$ cat src/rtl/gpcs_tx_pkg.sv
// Shared constants and types for the gigabit PCS transmit framer.
// Assumes 8-bit code-group values with a separate control flag.
package gpcs_tx_pkg;

    localparam int CG_W = 8;

    // Which kind of code group occupies a slot.
    typedef enum logic [2:0] {
        SEL_IDLE_K = 3'd0,
        SEL_IDLE_D = 3'd1,
        SEL_SOP    = 3'd2,
        SEL_DATA   = 3'd3,
        SEL_ERR    = 3'd4,
        SEL_EOP    = 3'd5,
        SEL_EXT    = 3'd6
    } cg_sel_e;

    localparam logic [CG_W-1:0] CG_K28_5 = 8'hBC;
    localparam logic [CG_W-1:0] CG_D16_2 = 8'h50;
    localparam logic [CG_W-1:0] CG_D5_6  = 8'hC5;
    localparam logic [CG_W-1:0] CG_SOP   = 8'hFB;
    localparam logic [CG_W-1:0] CG_EOP   = 8'hFD;
    localparam logic [CG_W-1:0] CG_EXT   = 8'hF7;
    localparam logic [CG_W-1:0] CG_ERR   = 8'hFE;

endpackage

$ cat src/rtl/gpcs_tx_slot_parity.sv
// Even/odd slot tracker.
// Holds the parity of the slot on the outputs now and gives the parity of the
// slot that the next clock edge opens. Reset places the output on an even slot.
module gpcs_tx_slot_parity (
    input  logic clk,
    input  logic rst_n,
    output logic slot_even,
    output logic next_even
);

    // Toggle the parity on every edge; reset gives even.
    always_ff @(posedge clk) begin
        if (!rst_n) slot_even <= 1'b1;
        else        slot_even <= ~slot_even;
    end

    // Parity of the slot the coming edge opens.
    always_comb next_even = ~slot_even;

endmodule

$ cat src/rtl/gpcs_tx_seq.sv
// Framing sequencer.
// Picks the kind of code group for the next slot from the current kind, the
// MAC flags and the next slot parity. A start is allowed only into an even
// slot, and only once per tx_en assertion. Assumes the MAC holds tx_en high
// for the whole packet.
module gpcs_tx_seq
    import gpcs_tx_pkg::*;
(
    input  logic    clk,
    input  logic    rst_n,
    input  logic    tx_en,
    input  logic    tx_er,
    input  logic    next_even,
    output cg_sel_e sel_q,
    output cg_sel_e sel_nxt
);

    logic consumed_q;
    logic consumed_d;
    logic start_ok;

    // A fresh assertion of tx_en may open a packet in an even slot.
    always_comb start_ok = tx_en & ~consumed_q & next_even;

    // Next-slot selection.
    always_comb begin
        sel_nxt = SEL_IDLE_K;
        unique case (sel_q)
            SEL_IDLE_K, SEL_IDLE_D: begin
                if (start_ok)       sel_nxt = SEL_SOP;
                else if (next_even) sel_nxt = SEL_IDLE_K;
                else                sel_nxt = SEL_IDLE_D;
            end
            SEL_SOP, SEL_DATA, SEL_ERR: begin
                if (!tx_en)     sel_nxt = SEL_EOP;
                else if (tx_er) sel_nxt = SEL_ERR;
                else            sel_nxt = SEL_DATA;
            end
            SEL_EOP: sel_nxt = SEL_EXT;
            SEL_EXT: sel_nxt = next_even ? SEL_IDLE_K : SEL_EXT;
            default: sel_nxt = SEL_IDLE_K;
        endcase
    end

    // The current assertion of tx_en stays consumed until tx_en drops.
    always_comb consumed_d = (sel_nxt == SEL_SOP) | (consumed_q & tx_en);

    // State registers.
    always_ff @(posedge clk) begin
        if (!rst_n) begin
            sel_q      <= SEL_IDLE_K;
            consumed_q <= 1'b0;
        end else begin
            sel_q      <= sel_nxt;
            consumed_q <= consumed_d;
        end
    end

endmodule

$ cat src/rtl/gpcs_tx_cg_map.sv
// Code-group mapper.
// Registers the payload byte for the next slot (the MAC byte, or the second
// idle group chosen by the disparity sampled as the K28.5 slot ends). It then
// maps the slot kind to the value and control flag.
module gpcs_tx_cg_map
    import gpcs_tx_pkg::*;
(
    input  logic            clk,
    input  logic            rst_n,
    input  cg_sel_e         sel_q,
    input  cg_sel_e         sel_nxt,
    input  logic [CG_W-1:0] txd,
    input  logic            rd_pos,
    output logic [CG_W-1:0] cg_data,
    output logic            cg_k
);

    logic [CG_W-1:0] byte_q;

    // Capture the payload for the slot being opened.
    always_ff @(posedge clk) begin
        if (!rst_n)                     byte_q <= '0;
        else if (sel_nxt == SEL_IDLE_D) byte_q <= rd_pos ? CG_D16_2 : CG_D5_6;
        else                            byte_q <= txd;
    end

    // Map the slot kind to the code group on the outputs.
    always_comb begin
        cg_data = CG_K28_5;
        cg_k    = 1'b1;
        unique case (sel_q)
            SEL_IDLE_K: begin cg_data = CG_K28_5; cg_k = 1'b1; end
            SEL_IDLE_D: begin cg_data = byte_q;   cg_k = 1'b0; end
            SEL_SOP:    begin cg_data = CG_SOP;   cg_k = 1'b1; end
            SEL_DATA:   begin cg_data = byte_q;   cg_k = 1'b0; end
            SEL_ERR:    begin cg_data = CG_ERR;   cg_k = 1'b1; end
            SEL_EOP:    begin cg_data = CG_EOP;   cg_k = 1'b1; end
            SEL_EXT:    begin cg_data = CG_EXT;   cg_k = 1'b1; end
            default:    begin cg_data = CG_K28_5; cg_k = 1'b1; end
        endcase
    end

endmodule

$ cat src/rtl/gpcs_tx_framer.sv
// Gigabit PCS transmit framer top.
// Turns a byte stream with enable/error flags into one code group per clock.
// It frames packets with delimiters and carrier extension, and fills the gaps
// with even-aligned idle sets. Assumes rd_pos is valid at every edge.
module gpcs_tx_framer
    import gpcs_tx_pkg::*;
(
    input  logic            clk,
    input  logic            rst_n,
    input  logic [CG_W-1:0] txd,
    input  logic            tx_en,
    input  logic            tx_er,
    input  logic            rd_pos,
    output logic [CG_W-1:0] cg_data,
    output logic            cg_k,
    output logic            cg_even
);

    logic    next_even;
    cg_sel_e sel_q;
    cg_sel_e sel_nxt;

    // Slot parity.
    gpcs_tx_slot_parity u_parity (
        .clk       (clk),
        .rst_n     (rst_n),
        .slot_even (cg_even),
        .next_even (next_even)
    );

    // Framing decisions.
    gpcs_tx_seq u_seq (
        .clk       (clk),
        .rst_n     (rst_n),
        .tx_en     (tx_en),
        .tx_er     (tx_er),
        .next_even (next_even),
        .sel_q     (sel_q),
        .sel_nxt   (sel_nxt)
    );

    // Code-group values.
    gpcs_tx_cg_map u_map (
        .clk     (clk),
        .rst_n   (rst_n),
        .sel_q   (sel_q),
        .sel_nxt (sel_nxt),
        .txd     (txd),
        .rd_pos  (rd_pos),
        .cg_data (cg_data),
        .cg_k    (cg_k)
    );

endmodule

$ cat config.mk
export PLATFORM = sky130hd
export DESIGN_NAME = gpcs_tx_framer
export DESIGN_NICKNAME = d
export VERILOG_FILES = /design/src/rtl/gpcs_tx_pkg.sv /design/src/rtl/gpcs_tx_slot_parity.sv /design/src/rtl/gpcs_tx_seq.sv /design/src/rtl/gpcs_tx_cg_map.sv /design/src/rtl/gpcs_tx_framer.sv
export SDC_FILE = /design/constraint.sdc
export NUM_CORES = 1
export LEC_CHECK = 0
export ABC_AREA = 1
export CORE_MARGIN = 5
export CORE_UTILIZATION = 36
export DETAILED_ROUTE_END_ITERATION = 10
export GPL_ROUTABILITY_DRIVEN = 0
export GPL_TIMING_DRIVEN = 0
export HOLD_SLACK_MARGIN = 0.06
export PLACE_DENSITY = 0.74
export SLEW_MARGIN = 40
export SYNTH_ARGS = -nofsm -noshare
export SYNTH_HDL_FRONTEND = slang
export SYNTH_SLANG_ARGS = --single-unit
$ cat constraint.sdc
create_clock -name clk -period 0.9 [get_ports clk]
set_input_delay 0.09 -clock clk [delete_from_list [all_inputs] [get_ports clk]]
set_output_delay 0.09 -clock clk [all_outputs]
set_load 0.1 [all_outputs]
==> run_results.csv <==
group,metric,value,unit
run_status,violations,"negative setup slack",
layout,syn2layout_area_growth,126.3,%
synthesis,ys.flop_type,"dfxtp_1",
synthesis,syn_avg_cell_area,6.836,µm²
synthesis,yosysMostFrequentCell,"nand2_1",
placement,dp_worst_setup_slack,-0.4745,ns
synthesis,synth_adder_area_share,0,
sta,period_needed,1.466,ns
worst_setup_path,reg2reg_to,"u_map.byte_q[2]",
clock_network,hold_buffers,0,
synthesis,yosysWarnings,0,
clock_network,cts_buffers,3,
worst_hold_path,hold_path_startpoint,"rst_n",
synthesis,synth_top_family_by_area,"simple AND/OR/NAND/NOR gates",
layout,antennaDiodeCount,0,
floorplanning,core,1489,µm²
power,leakage,0.5836,nW
global_routing,grt_pass1_wl,2622,µm
placement,dp.cells,119,
worst_setup_path,crit_path_end_kind,"output port",
worst_setup_path,path_max_fanout,4,
layout,fin_util,0.8521,
sta,setup_ws,-0.5656,ns
global_routing,grt_overflow_total,0,
sta,timing.slew.headroom,0.8375,
synthesis,synth_simple_gate_area_share,0.3527,
detailed_routing,wire_per_inst,12.67,µm
run_status,status,"complete, but fails checks",
floorplanning,start_util,0.3765,
detailed_routing,via_per_inst,4.733,
synthesis,synth_compound_area_frac,0.08036,
floorplanning,die-area,2446,µm²
placement,place_area,845.8,µm²
floorplanning,die_w,49.46,µm
sta,worstMarginPinSlew,0.2432,ns
synthesis,syn_inst,82,
synthesis,synth_xor_area_frac,0,
global_routing,grt_pass1_vias,603,
worst_hold_path,whs_endpoint,"u_parity.slot_even",
worst_setup_path,worst_setup_path_start_kind,"register",
sta,slew_viol_final,0,
clock_network,cts_tree,"yes",
placement,io_buffers,21,
power,power.density,1718,nW/µm²
synthesis,ys_top_cells_by_count,"nand2_1 (21), dfxtp_1 (13), inv_1 (12)",
synthesis,yosysUniqueCellTypes,12,
floorplanning,boundaryPins,23,
worst_setup_path,reg2reg_slack,-0.30,ns
synthesis,netlist_area,560.5,µm²
worst_setup_path,reg2reg_depth,7,
detailed_routing,vias,639,
detailed_routing,first_pass_iters,4,
layout,nets,133,
worst_setup_path,crit_required,0.81,ns
global_routing,grt_start_max_net_pins,10,
worst_hold_path,holdCritPathClass,"in2reg",
sta,period_share,1.628,
floorplanning,rows,14,
power,p_total,2.179,mW
clock_network,cts_sinks,13,
worst_setup_path,timing.rr.start,"u_seq.sel_q[1]",
worst_setup_path,worstSetupPathType,"reg2out",
sta,setup_viol_count_final,22,
sta,skew,0.002466,ns
worst_setup_path,worst_ep_arrival_time,1.38,ns
clock_network,clk_pin_slew,0.08,ns
global_routing,antenna_found_initial,0,
layout,final_cell_area,1269,µm²
synthesis,synth-seq-cells,13,
floorplanning,die_h,49.46,µm
layout,regArea,275.3,µm²
detailed_routing,drt_wl_total,1710,µm
detailed_routing,postRouteAntennaNets,0,
clock_network,root_buffer,"clkbuf_4",
sta,holdWs,0.08928,ns
worst_hold_path,hold_path_depth,2,
clock_network,clockBufferDepth,2,
synthesis,yosys.area.top_type,"dfxtp_1",
synthesis,synth_top_area_share,0.4643,
synthesis,ys_top_cells_by_area,"dfxtp_1 (46%), nand2_1 (14%), nand3_1 (8.0%), inv_1 (8.0%), nor2_1 (5.4%)",
synthesis,yosysSeqAreaShare,0.4643,
synthesis,synthArstFlopShare,0,
sta,tns,-6.899,ns
sta,rsz0062_at_grt,"true",
clock_network,clock_latency,0.27,ns
layout,final_cell_count_no_fill,135,
layout,multiInputGateArea,449.2,µm²
detailed_routing,drt_iter0_markers,7,
clock_network,htreeDepth,1,
placement,hpwl,1100,µm
job,drv_cap,0,
power,vdd_ir_drop_max,1077,µV
detailed_routing,route.detailed.drc,0,
synthesis,synth.mux.area_fraction,0,
layout,nFillCells,87,
synthesis,synth.net_count,95,
layout,drive_above_1_share,0.5546,
sta,hold_viol,0,
sta,fmax,0.6823,GHz
synthesis,synth-edff-count,0,
global_routing,grt_usage,0.1349,
cells by family after synthesis:
kind of cell / Yosys count
AOI/OAI and AO/OA: 9
and+or+nand+nor: 45
DFF: 13
buffers and inverters: 15
cell usage in the layout, fill, tap and decap left out, types with 2 or more instances in the layout:
cell	netlist	routed
o21ai_1	0	2
a21oi_2	0	2
or2_4	0	3
inv_2	2	3
nand3_2	0	2
buf_6	0	2
nand2_1	21	12
buf_4	0	9
nand3_1	9	3
nor2_4	0	2
dfxtp_4	0	4
nand2_8	0	3
o21ai_4	0	2
buf_12	0	11
nand2_2	2	4
nor2_1	8	8
clkbuf_4	0	3
inv_1	12	6
nand2_4	0	4
dfxtp_1	13	9
clkdlybuf4s50_1	0	11
inv_4	0	3
nand3_4	0	4
registers in the layout (all words and copies together) (netlist names):
name and flops:
u_parity.slot_even 1, u_seq.sel_q 3, u_seq.consumed_q 1, u_map.byte_q 8
worst max path at each step:
stage	from	end	slack (ns)	cells after the start
after CTS	u_seq.sel_q[2]	cg_data[6]	-0.55	6
after global routing	u_seq.sel_q[2]	cg_data[6]	-0.60	6
after floorplan	u_seq.sel_q[2]	cg_data[2]	-0.37	4
after global placement	u_seq.sel_q[2]	cg_data[6]	-1.16	6
final	u_seq.sel_q[2]	cg_data[6]	-0.57	6
after detailed placement	u_seq.sel_q[2]	cg_data[6]	-0.47	6
where the power goes:
group / internal [mW] / switching (mW) / total [mW] / leakage [nW]
logic: 0.458 / 0.700 / 1.16 / 0.459
registers: 0.620 / 0.0485 / 0.669 / 0.110
clock network: 0.172 / 0.181 / 0.353 / 0.0150
per-layer routing:
layer | share of wire | GRT usage | vias up
met5 | 0 | 0 | -
met4 | 0.011 | 0.03930 | 0
met3 | 0.050 | 0.02410 | 4
met2 | 0.55 | 0.2554 | 18
met1 | 0.39 | 0.1500 | 292
li1 | - | - | 325
timing repair:
action                                  CTS  global route
endpoints found under the setup margin   22            22
buffers inserted                          9             3
resized for setup                        72             8
pin swaps                                11             8
critical path, stage by stage, from the launching register on:
cell and delay (ns):
dfxtp_4 0.41, inv_6 0.06, nand2_4 0.07, inv_4 0.04, a21oi_4 0.24, nand3_4 0.11, buf_12 0.18
layout make-up:
type	count	share of cell area
multi-input cells	54	0.3540
plain buffers	1	0.003945
clock buffers	4	0.02071
flip-flops and latches	13	0.2170
inverters	14	0.05720
repair buffers	33	0.3314
well taps	16	0.01578
No activity file was read; power rests on OpenSTA's default activity.
